**config.mk**
```make
export PLATFORM = sky130hd
export DESIGN_NAME = twin_booth_mul
export DESIGN_NICKNAME = d
export VERILOG_FILES = /design/src/rtl/twin_booth_pkg.sv /design/src/rtl/twin_booth_ctrl.sv /design/src/rtl/twin_booth_dp.sv /design/src/rtl/twin_booth_mul.sv
export SDC_FILE = /design/constraint.sdc
export NUM_CORES = 1
export LEC_CHECK = 0
export BUFFER_PORTS_ARGS = -buffer_cell sky130_fd_sc_hd__buf_2
export CORE_MARGIN = 4
export CORE_UTILIZATION = 25
export DETAILED_ROUTE_END_ITERATION = 8
export MAX_ROUTING_LAYER = met4
export PLACE_DENSITY = 0.5
export SLEW_MARGIN = 10
export SYNTH_ARGS = -nofsm -noshare
export SYNTH_HDL_FRONTEND = slang
export SYNTH_SLANG_ARGS = --single-unit
```
**constraint.sdc**
```tcl
create_clock -name clk -period 1.14 [get_ports clk]
set_clock_uncertainty 0.05 [all_clocks]
set_input_delay 0.114 -clock clk [delete_from_list [all_inputs] [get_ports clk]]
set_output_delay 0.114 -clock clk [all_outputs]
set_load 0.02 [all_outputs]
```
**src/rtl/twin_booth_pkg.sv**
```systemverilog
package twin_booth_pkg;

  // Strobes from control to datapath
  typedef struct packed {
    logic twin;   // select twin half-width products
    logic load;   // capture this pass into the output register
  } mulCtrl_t;

  // One radix-4 Booth digit: value is (neg ? -1 : 1) * (two ? 2 : one ? 1 : 0)
  typedef struct packed {
    logic neg;
    logic one;
    logic two;
  } boothDigit_t;

  function automatic boothDigit_t boothEncode(input logic [2:0] tri3);
    boothDigit_t d;
    d.one = tri3[1] ^ tri3[0];
    d.two = (tri3[2] & ~tri3[1] & ~tri3[0]) | (~tri3[2] & tri3[1] & tri3[0]);
    d.neg = tri3[2] & ~(tri3[1] & tri3[0]);
    return d;
  endfunction

endpackage

```
**src/rtl/twin_booth_ctrl.sv**
```systemverilog
module twin_booth_ctrl
  import twin_booth_pkg::*;
#(
  parameter bit REG_OUT = 1'b1
) (
  input  logic     clk,
  input  logic     rstN,
  input  logic     inValid,
  input  logic     twinMode,
  output mulCtrl_t ctrl,
  output logic     outValid
);

  assign ctrl.twin = twinMode;
  assign ctrl.load = inValid;

  generate
    if (REG_OUT) begin : gRegValid
      logic validQ;
      always_ff @(posedge clk or negedge rstN) begin
        if (!rstN) validQ <= 1'b0;
        else       validQ <= inValid;
      end
      assign outValid = validQ;
    end else begin : gCombValid
      assign outValid = inValid;
    end
  endgenerate

endmodule

```
**src/rtl/twin_booth_dp.sv**
```systemverilog
module twin_booth_dp
  import twin_booth_pkg::*;
#(
  parameter int WIDTH   = 16,
  parameter bit REG_OUT = 1'b1
) (
  input  logic               clk,
  input  logic               rstN,
  input  logic [WIDTH-1:0]   opA,
  input  logic [WIDTH-1:0]   opB,
  input  mulCtrl_t           ctrl,
  output logic [2*WIDTH-1:0] product
);

  localparam int HALF  = WIDTH / 2;
  localparam int ROWS  = WIDTH / 2;
  localparam int QROWS = ROWS / 2;
  localparam int DW    = 2 * WIDTH;
  localparam int CW    = $clog2(ROWS) + 1;

  logic [DW-1:0] rowPp [ROWS];

  generate
    for (genvar r = 0; r < ROWS; r++) begin : gRow
      localparam int FSH   = 2 * r;
      localparam int TSH   = 2 * (r % QROWS);
      localparam bit UPPER = (r >= QROWS);

      logic        prevBit;
      boothDigit_t dig;
      logic [DW-1:0] mcand, mag, sgn, twinSh, pp;

      // Recoding boundary: the first upper-half row sees an implicit 0 in twin mode
      if (r == 0) begin : gFirst
        assign prevBit = 1'b0;
      end else if (r == QROWS) begin : gSplit
        assign prevBit = ctrl.twin ? 1'b0 : opB[2*r-1];
      end else begin : gInner
        assign prevBit = opB[2*r-1];
      end

      assign dig = boothEncode({opB[2*r+1], opB[2*r], prevBit});

      always_comb begin
        if (!ctrl.twin)
          mcand = {{WIDTH{opA[WIDTH-1]}}, opA};
        else if (UPPER)
          mcand = {{(DW-HALF){opA[WIDTH-1]}}, opA[WIDTH-1:HALF]};
        else
          mcand = {{(DW-HALF){opA[HALF-1]}}, opA[HALF-1:0]};

        if (dig.two)      mag = mcand << 1;
        else if (dig.one) mag = mcand;
        else              mag = '0;

        sgn    = dig.neg ? (-mag) : mag;
        twinSh = sgn << TSH;

        // Twin rows are cut at their own field: no sign extension crosses over
        if (!ctrl.twin) pp = sgn << FSH;
        else if (UPPER) pp = {twinSh[WIDTH-1:0], {WIDTH{1'b0}}};
        else            pp = {{WIDTH{1'b0}}, twinSh[WIDTH-1:0]};
      end

      assign rowPp[r] = pp;
    end
  endgenerate

  // Two field adders joined by one mode-gated carry path
  logic [WIDTH+CW-1:0] lowSum;
  logic [WIDTH-1:0]    highSum;
  logic [CW-1:0]       fieldCarry;
  logic [DW-1:0]       sumWord;

  always_comb begin
    lowSum  = '0;
    highSum = '0;
    for (int r = 0; r < ROWS; r++) begin
      lowSum  = lowSum + {{CW{1'b0}}, rowPp[r][WIDTH-1:0]};
      highSum = highSum + rowPp[r][DW-1:WIDTH];
    end
    fieldCarry = ctrl.twin ? '0 : lowSum[WIDTH+CW-1:WIDTH];
    sumWord    = {highSum + {{(WIDTH-CW){1'b0}}, fieldCarry}, lowSum[WIDTH-1:0]};
  end

  generate
    if (REG_OUT) begin : gRegOut
      logic [DW-1:0] productQ;
      always_ff @(posedge clk or negedge rstN) begin
        if (!rstN)          productQ <= '0;
        else if (ctrl.load) productQ <= sumWord;
      end
      assign product = productQ;
    end else begin : gCombOut
      assign product = sumWord;
    end
  endgenerate

endmodule

```
**src/rtl/twin_booth_mul.sv**
```systemverilog
module twin_booth_mul
  import twin_booth_pkg::*;
#(
  parameter int WIDTH   = 16,
  parameter bit REG_OUT = 1'b1
) (
  input  logic               clk,
  input  logic               rstN,
  input  logic               inValid,
  input  logic               twinMode,
  input  logic [WIDTH-1:0]   opA,
  input  logic [WIDTH-1:0]   opB,
  output logic               outValid,
  output logic [2*WIDTH-1:0] result
);

  mulCtrl_t ctrl;

  twin_booth_ctrl #(.REG_OUT(REG_OUT)) u_ctrl (
    .clk      (clk),
    .rstN     (rstN),
    .inValid  (inValid),
    .twinMode (twinMode),
    .ctrl     (ctrl),
    .outValid (outValid)
  );

  twin_booth_dp #(.WIDTH(WIDTH), .REG_OUT(REG_OUT)) u_dp (
    .clk     (clk),
    .rstN    (rstN),
    .opA     (opA),
    .opB     (opB),
    .ctrl    (ctrl),
    .product (result)
  );

endmodule

```
==> results.md, run 1 <==
* Outcome: complete, but fails checks
* Failing checks: negative setup slack
* Core Region at 55,600 sq um
* Share of layout cells above drive strength 1 at 37.2%
* DIE HEIGHT at 246 microns
* Overall routing resource usage at 20.7%
* Count of cell types in the netlist at 95
* Dpl hpwl at 52,300 microns
* CTS Sinks at 33
* WHS at 0.156 ns
* Yosys top cell area share at 17.2%
* Kind of start point of the critical path: input port
* Synth warn at 0
* # setup viols final at 30
* Hold endpoint: u_ctrl.outValid
* Tot Pwr at 0.0713 W
* Worst flop-to-flop path startpoint: u_dp.product[23]
* Gr busiest metal: met2
* Switching Share at 44.2%
* Crit-path max FO at 6
* Via count at 16,300
* DRT antenna net count at 0
* Die ar. at 60,500 sq um
* Worst skew pair latency at 0.28 ns
* Global routing usage on met2 at 34.0%
* Register bit count reported by yosys at 33
* Post-synth top area cell: fa_1
* Slowest CP cell: fa_1
* Post-Syn Area at 14,200 sq um
* DRC at 0
* Reg clk slew, reported paths at 0.05 ns
* Net switching power at 0.0315 W
* Critical Path RT at 1.29 ns
* Gate Count Post-Synth at 1,951
* Io pins at 69
* CTS tree: done
* Maximum VDD drop at 0.00419 V
* Post-synth ARST share at 100%
* Root buffer cell: clkbuf_16
* Final Hold Fails at 0
* Hold_sp: inValid
* GR Overflow Total at 0
* Drt first pass iters at 7
* Met3 usage at 1.71%
* Top FF cell, synth: dfrtp_1
* Antenna violations before repair at 0
* Synthesis-to-layout area growth at 46.7%
* Worst r2r path cells at 1
* Crit-path most repeated cell: fa_1
* Die Wd at 246 microns
* Worst slew pin tran at 0.762 ns
* Power Internal at 0.0397 W
* Final Slew Violations at 0
* Final GP Congestion at 0.956
* Final Cycle Share at 913%
* # diodes at 0
* Slew margin rel. at 48.8%
* Max stage delay on crit path at 0.57 ns
* Dominant cells by area after synthesis: fa_1, ha_1, a21oi_1
* Setup crit end kind: flop
* Min cycle time layout at 10.41 ns
* Clock Path Buffers at 2
* H-tree depth at 2
* Initial Utilization at 25.5%
* FP Rows at 86
* Synth cell count leaders: nor2_1, inv_1, nand2_1, a21oi_1, o21ai_0
* Wirelength per Cell at 19.1 microns
* Worst Path Buf+Inv at 9
* Sequential area share after synthesis at 5.83%
* Max-cap viol count at 0
* TritonCTS buffer count at 5
* Vias in the first global route at 16,500
* Crit Path Category: input port to flop
* R2r setup slk at 0.32 ns
* Mean post-synth cell area at 7.26 sq um
* Delay-heaviest family, CP: adder cells
* Comb pwr share at 94.7%
* Reg2Reg Capture Point: u_dp.product[23]
* RSZ-0062 raised after global routing: true
* Detailed Route WL at 61,900 microns
* GR Layer Usage met1 at 26.7%
* Pwr Density at 3430 nW/um^2
* Final worst-path setup slack at -9.27 ns
* Leakage at 9.58 nW
* Net Count, Synth at 2,197
* Largest net degree at the start of global routing at 65
* Sequential share of power at 3.2%
* Vias/cell at 5.00
* Max Freq at 96.1 MHz
* Top-count cell post-synth: nor2_1
* Hold Path Stages at 2
* Share of power burned in the clock network at 2.0%
* Hold Path Class: input port to flop
* Iteration-0 DRC count of the detailed router at 1,221
* Post-synth EDFFs at 0
* Final nets at 2,745
* Input/output buffers at 68
* Worst EP arrival at 10.56 ns
* First-pass GRT wire length at 95,600 microns
## final cells by class
type                    instances  area (sq um)
fillers                      5893         34900
multi-input cells            1596         13100
repair buffers                679          5060
well taps                     748           936
flip-flops and latches         33           826
inverters                     184           691
clock buffers                   7           153
clock inverters                 1          5.00
## cell usage in the layout (no fill, tap or decap), types with 33 or more instances in the layout
cell type	count
buf_4	589
nor2_1	182
nand2_1	172
inv_1	162
a21oi_1	153
o21ai_0	133
fa_1	112
xnor2_1	79
buf_2	63
ha_1	55
nand3_1	48
xor2_1	45
a31oi_1	42
ha_4	33
dfrtp_1	33
## routing by layer
layer | vias to the layer above | part of all wire, %
li1 | 7840 | -
met1 | 7857 | 44
met2 | 455 | 47
met3 | 102 | 4.6
met4 | 0 | 4.6
met5 | - | 0
## worst max-delay path by stage
stage                      start               end  slack [ns]  depth (start not counted)
after detailed placement  opB[1]  u_dp.product[31]       -9.86                         52
after global placement    opB[2]  u_dp.product[31]       -9.68                         52
after floorplan           opB[0]  u_dp.product[31]       -9.75                         55
final                     opA[0]  u_dp.product[31]       -9.27                         48
after CTS                 opB[1]  u_dp.product[31]       -9.27                         52
after global routing      opB[1]  u_dp.product[31]       -9.83                         52
## metrics by stage
stage               cell area [sq um]  util (%)  instances  setup WS (ns)  setup TNS (ns)
CTS                             20500      36.8       3249          -9.27         -177.04
floorplan                       14600         -       1951          -9.75         -189.05
finish                          20800      37.4       3248          -9.27         -176.41
global route                    20800      37.4       3248          -9.83         -186.85
global placement                19600      35.3       3219          -9.68         -189.28
detailed placement              19600      35.3       3219          -9.86         -191.89
## power groups by stage
| stage | sequential [W] | clock (W) | combinational, W |
|---|---|---|---|
| 2_1_floorplan | 0.00297 | 0 | 0.0352 |
| 3_3_place_gp | 0.00230 | 0 | 0.0546 |
| 3_5_place_dp | 0.00231 | 0 | 0.0555 |
| 4_1_cts | 0.00230 | 0.00153 | 0.0641 |
| 5_1_grt | 0.00237 | 0.00159 | 0.0751 |
| 6_report | 0.00229 | 0.00145 | 0.0675 |
## flip-flops by register name (all words and copies together), names as in the netlist
name             cells
u_dp.product        32
u_ctrl.outValid      1
## kinds of logic (layout without fill, tap and decap cells)
kind of cell | after synthesis | after routing | share of synthesized area, %
simple gates | 611 | 611 | 20.8
xor+xnor | 147 | 147 | 9.39
buf+inv | 322 | 871 | 9.08
compound gates | 572 | 572 | 25.3
mux | 56 | 56 | 4.53
fa+ha+maj | 210 | 210 | 25.0
flops | 33 | 33 | 5.83
## timing repair
action                                 CTS  global route
pin swaps                               80            63
resized for setup                      112            60
endpoints found under the hold margin   33             0
setup endpoints to repair               30            30
hold buffers                             1             0
cloned                                   0             0
setup buffers                           28             9
Note: power is estimated with default switching activity, not from simulation.
==> run 2: changes to the inputs <==
BUFFER_PORTS_ARGS = -buffer_cell sky130_fd_sc_hd__buf_4   (was -buffer_cell sky130_fd_sc_hd__buf_2)
==> run 2 against run 1 <==
  * The run still ends with negative setup slack left
  * Cell count is 0.25% higher
  * Via count is 0.55% lower
  * Largest power group unchanged
  * Maximum frequency is 0.55% lower
  * Global-route usage is 0.27 points higher
  * Wire length is 1.4% higher
  * Clock-buffer cell count stayed put
  * Critical path type unchanged
  * Register-to-register slack hardly changed
  * Combinational power is 0.6% higher
  * Die area stayed put
  * Total power is 0.67% higher
==> results.md, run 2 (same netlist as run 1, synthesis figures left out) <==
* Delay-heaviest family, CP: adder cells (unchanged)
* Hold Path Class: input port to flop (unchanged)
* Setup crit end kind: flop (unchanged)
* Hold Path Stages at 2 (unchanged)
* Crit-path max FO at 3 (was 6)
* Failing checks: negative setup slack (unchanged)
* RSZ-0062 raised after global routing: true (unchanged)
* Initial Utilization at 25.5% (unchanged)
* TritonCTS buffer count at 5 (unchanged)
* Synthesis-to-layout area growth at 49.0% (was 46.7%)
* Final worst-path setup slack at -9.32 ns (was -9.27 ns)
* Max Freq at 95.6 MHz (was 96.1 MHz)
* Final core utilization at 37.9% (was 37.4%)
* Overall routing resource usage at 21.0% (was 20.7%)
* WL met3 at 2550 microns (was 2880 microns)
* CTS Sinks at 33 (unchanged)
* Largest net degree at the start of global routing at 93 (was 65)
* Slew margin rel. at 37.9% (was 48.8%)
* Met2 WL at 30,100 microns (was 28,900 microns)
* Detailed Route WL at 62,800 microns (was 61,900 microns)
* FP Rows at 86 (unchanged)
* Final Slew Violations at 0 (unchanged)
* Crit Path Category: input port to flop (unchanged)
* Iteration-0 DRC count of the detailed router at 1,066 (was 1,221)
* Most common cell after layout, fill and taps aside: buf_4 (unchanged)
* DIE HEIGHT at 246 microns (unchanged)
* Die ar. at 60,500 sq um (unchanged)
* Worst skew pair latency at 0.29 ns (was 0.28 ns)
* Hold_sp: inValid (unchanged)
* Via count at 16,200 (was 16,300)
* Dpl hpwl at 53,000 microns (was 52,300 microns)
* Reg2Reg Capture Point: u_dp.product[15] (was u_dp.product[23])
* Critical Path RT at 1.30 ns (was 1.29 ns)
* Die Wd at 246 microns (unchanged)
* H-tree depth at 2 (unchanged)
* Max-cap viol count at 0 (unchanged)
* Worst slew pin tran at 0.931 ns (was 0.762 ns)
* Worst Path Buf+Inv at 7 (was 9)
* DRC at 0 (unchanged)
* Pwr Density at 3400 nW/um^2 (was 3430 nW/um^2)
* Core Region at 55,600 sq um (unchanged)
* Final Cycle Share at 918% (was 913%)
* Antenna violations before repair at 0 (unchanged)
* Root buffer cell: clkbuf_16 (unchanged)
* Share of layout cells above drive strength 1 at 37.6% (was 37.2%)
* GR Overflow Total at 0 (unchanged)
* Top layer in use: met4 (unchanged)
* Pre-CTS setup slack at -9.93 ns (was -9.86 ns)
* Final Hold Fails at 0 (unchanged)
* DRT antenna net count at 0 (unchanged)
* FF+latch area at 826 sq um (unchanged)
* Clock Path Buffers at 2 (unchanged)
* CTS tree: done (unchanged)
* Input/output buffers at 68 (unchanged)
* First-pass GRT wire length at 96,200 microns (was 95,600 microns)
* Final GP Congestion at 0.940 (was 0.956)
* Slowest CP cell: fa_2 (was fa_1)
* Crit-path most repeated cell: a21oi_2 (was fa_1)
* # setup viols final at 30 (unchanged)
* Worst EP arrival at 10.62 ns (was 10.56 ns)
* Worst r2r path cells at 1 (unchanged)
* Filler cell count at 5,796 (was 5,893)
* Vias/cell at 4.96 (was 5.00)
* Min cycle time layout at 10.46 ns (was 10.41 ns)
* Reg clk slew, reported paths at 0.06 ns (was 0.05 ns)
* R2r setup slk at 0.32 ns (about the same)
* Worst flop-to-flop path startpoint: u_dp.product[15] (was u_dp.product[23])
* Drt first pass iters at 7 (unchanged)
* Max FFs per register at 32 (unchanged)
* # diodes at 0 (unchanged)
* Max stage delay on crit path at 0.55 ns (was 0.57 ns)
* Multi-input combinational cell area at 13,200 sq um (was 13,100 sq um)
* Vias in the first global route at 16,400 (was 16,500)
* Most frequent cells in the layout: buf_4, nor2_1, nand2_1 (unchanged)
* Kind of start point of the critical path: input port (unchanged)
* Outcome: complete, but fails checks (unchanged)
* Met1 WL at 27,500 microns (was 27,300 microns)
* Final nets at 2,753 (was 2,745)
* Tot Pwr at 0.0717 W (was 0.0713 W)
* Hold endpoint: u_ctrl.outValid (unchanged)
* Io pins at 69 (unchanged)
* Maximum VDD drop at 0.00359 V (was 0.00419 V)
* Wirelength per Cell at 19.3 microns (was 19.1 microns)
* Leakage at 9.76 nW (was 9.58 nW)
* Fin Setup TNS at -178.94 ns (was -176.41 ns)
[run 2: changes by cell type in the layout (fill, tap and decap cells not counted), sizes merged]
cell,previous run,this run
buf,678,686
[run 2: layer usage]
metal | vias to the layer above | GRT usage, %
met5 | - | -
met4 | 0 | 6.92
met3 | 103 | 2.26
met2 | 374 | 35.5
met1 | 7799 | 26.2
li1 | 7888 | -
[run 2: worst max-delay path by stage]
| stage | from | to | slack (ns) | cells after the start |
|---|---|---|---|---|
| after floorplan | opB[0] | u_dp.product[31] | -9.75 | 55 |
| after global placement | opB[1] | u_dp.product[31] | -9.82 | 52 |
| after detailed placement | opB[1] | u_dp.product[31] | -9.93 | 52 |
| after CTS | opB[1] | u_dp.product[31] | -9.36 | 52 |
| after global routing | opB[3] | u_dp.product[31] | -9.83 | 51 |
| final | opB[3] | u_dp.product[31] | -9.32 | 51 |
[run 2: timing repair]
action                                 4_1_cts  5_1_grt
cloned                                       1        0
resized for setup                          122       74
endpoints found under the hold margin       33        0
buffers inserted                            31       12
setup endpoints to repair                   30       30
pin swaps                                   82       89
hold buffers                                 1        0
[run 2: cell type report]
type / count / area share, %
repair buffers: 687 / 25.2
flip-flops and latches: 33 / 3.91
inverters: 184 / 3.28
clock buffers: 7 / 0.723
well taps: 748 / 4.44
clock inverters: 1 / 0.0237
multi-input cells: 1596 / 62.4
[run 2: where the power goes]
part / total, W / switching (W) / internal [W]
sequential: 0.00234 / 0.000307 / 0.00203
combinational: 0.0679 / 0.0308 / 0.0371
clock: 0.00149 / 0.000560 / 0.000926
[run 2: metrics by stage]
step / cell area, sq um / hold WS, ns / cells
2_1_floorplan: 14600 / -0.232 / 1951
3_3_place_gp: 19900 / 0.0416 / 3226
3_5_place_dp: 19900 / 0.0449 / 3226
4_1_cts: 20700 / 0.141 / 3253
5_1_grt: 21100 / 0.144 / 3256
6_report: 21100 / 0.144 / 3256
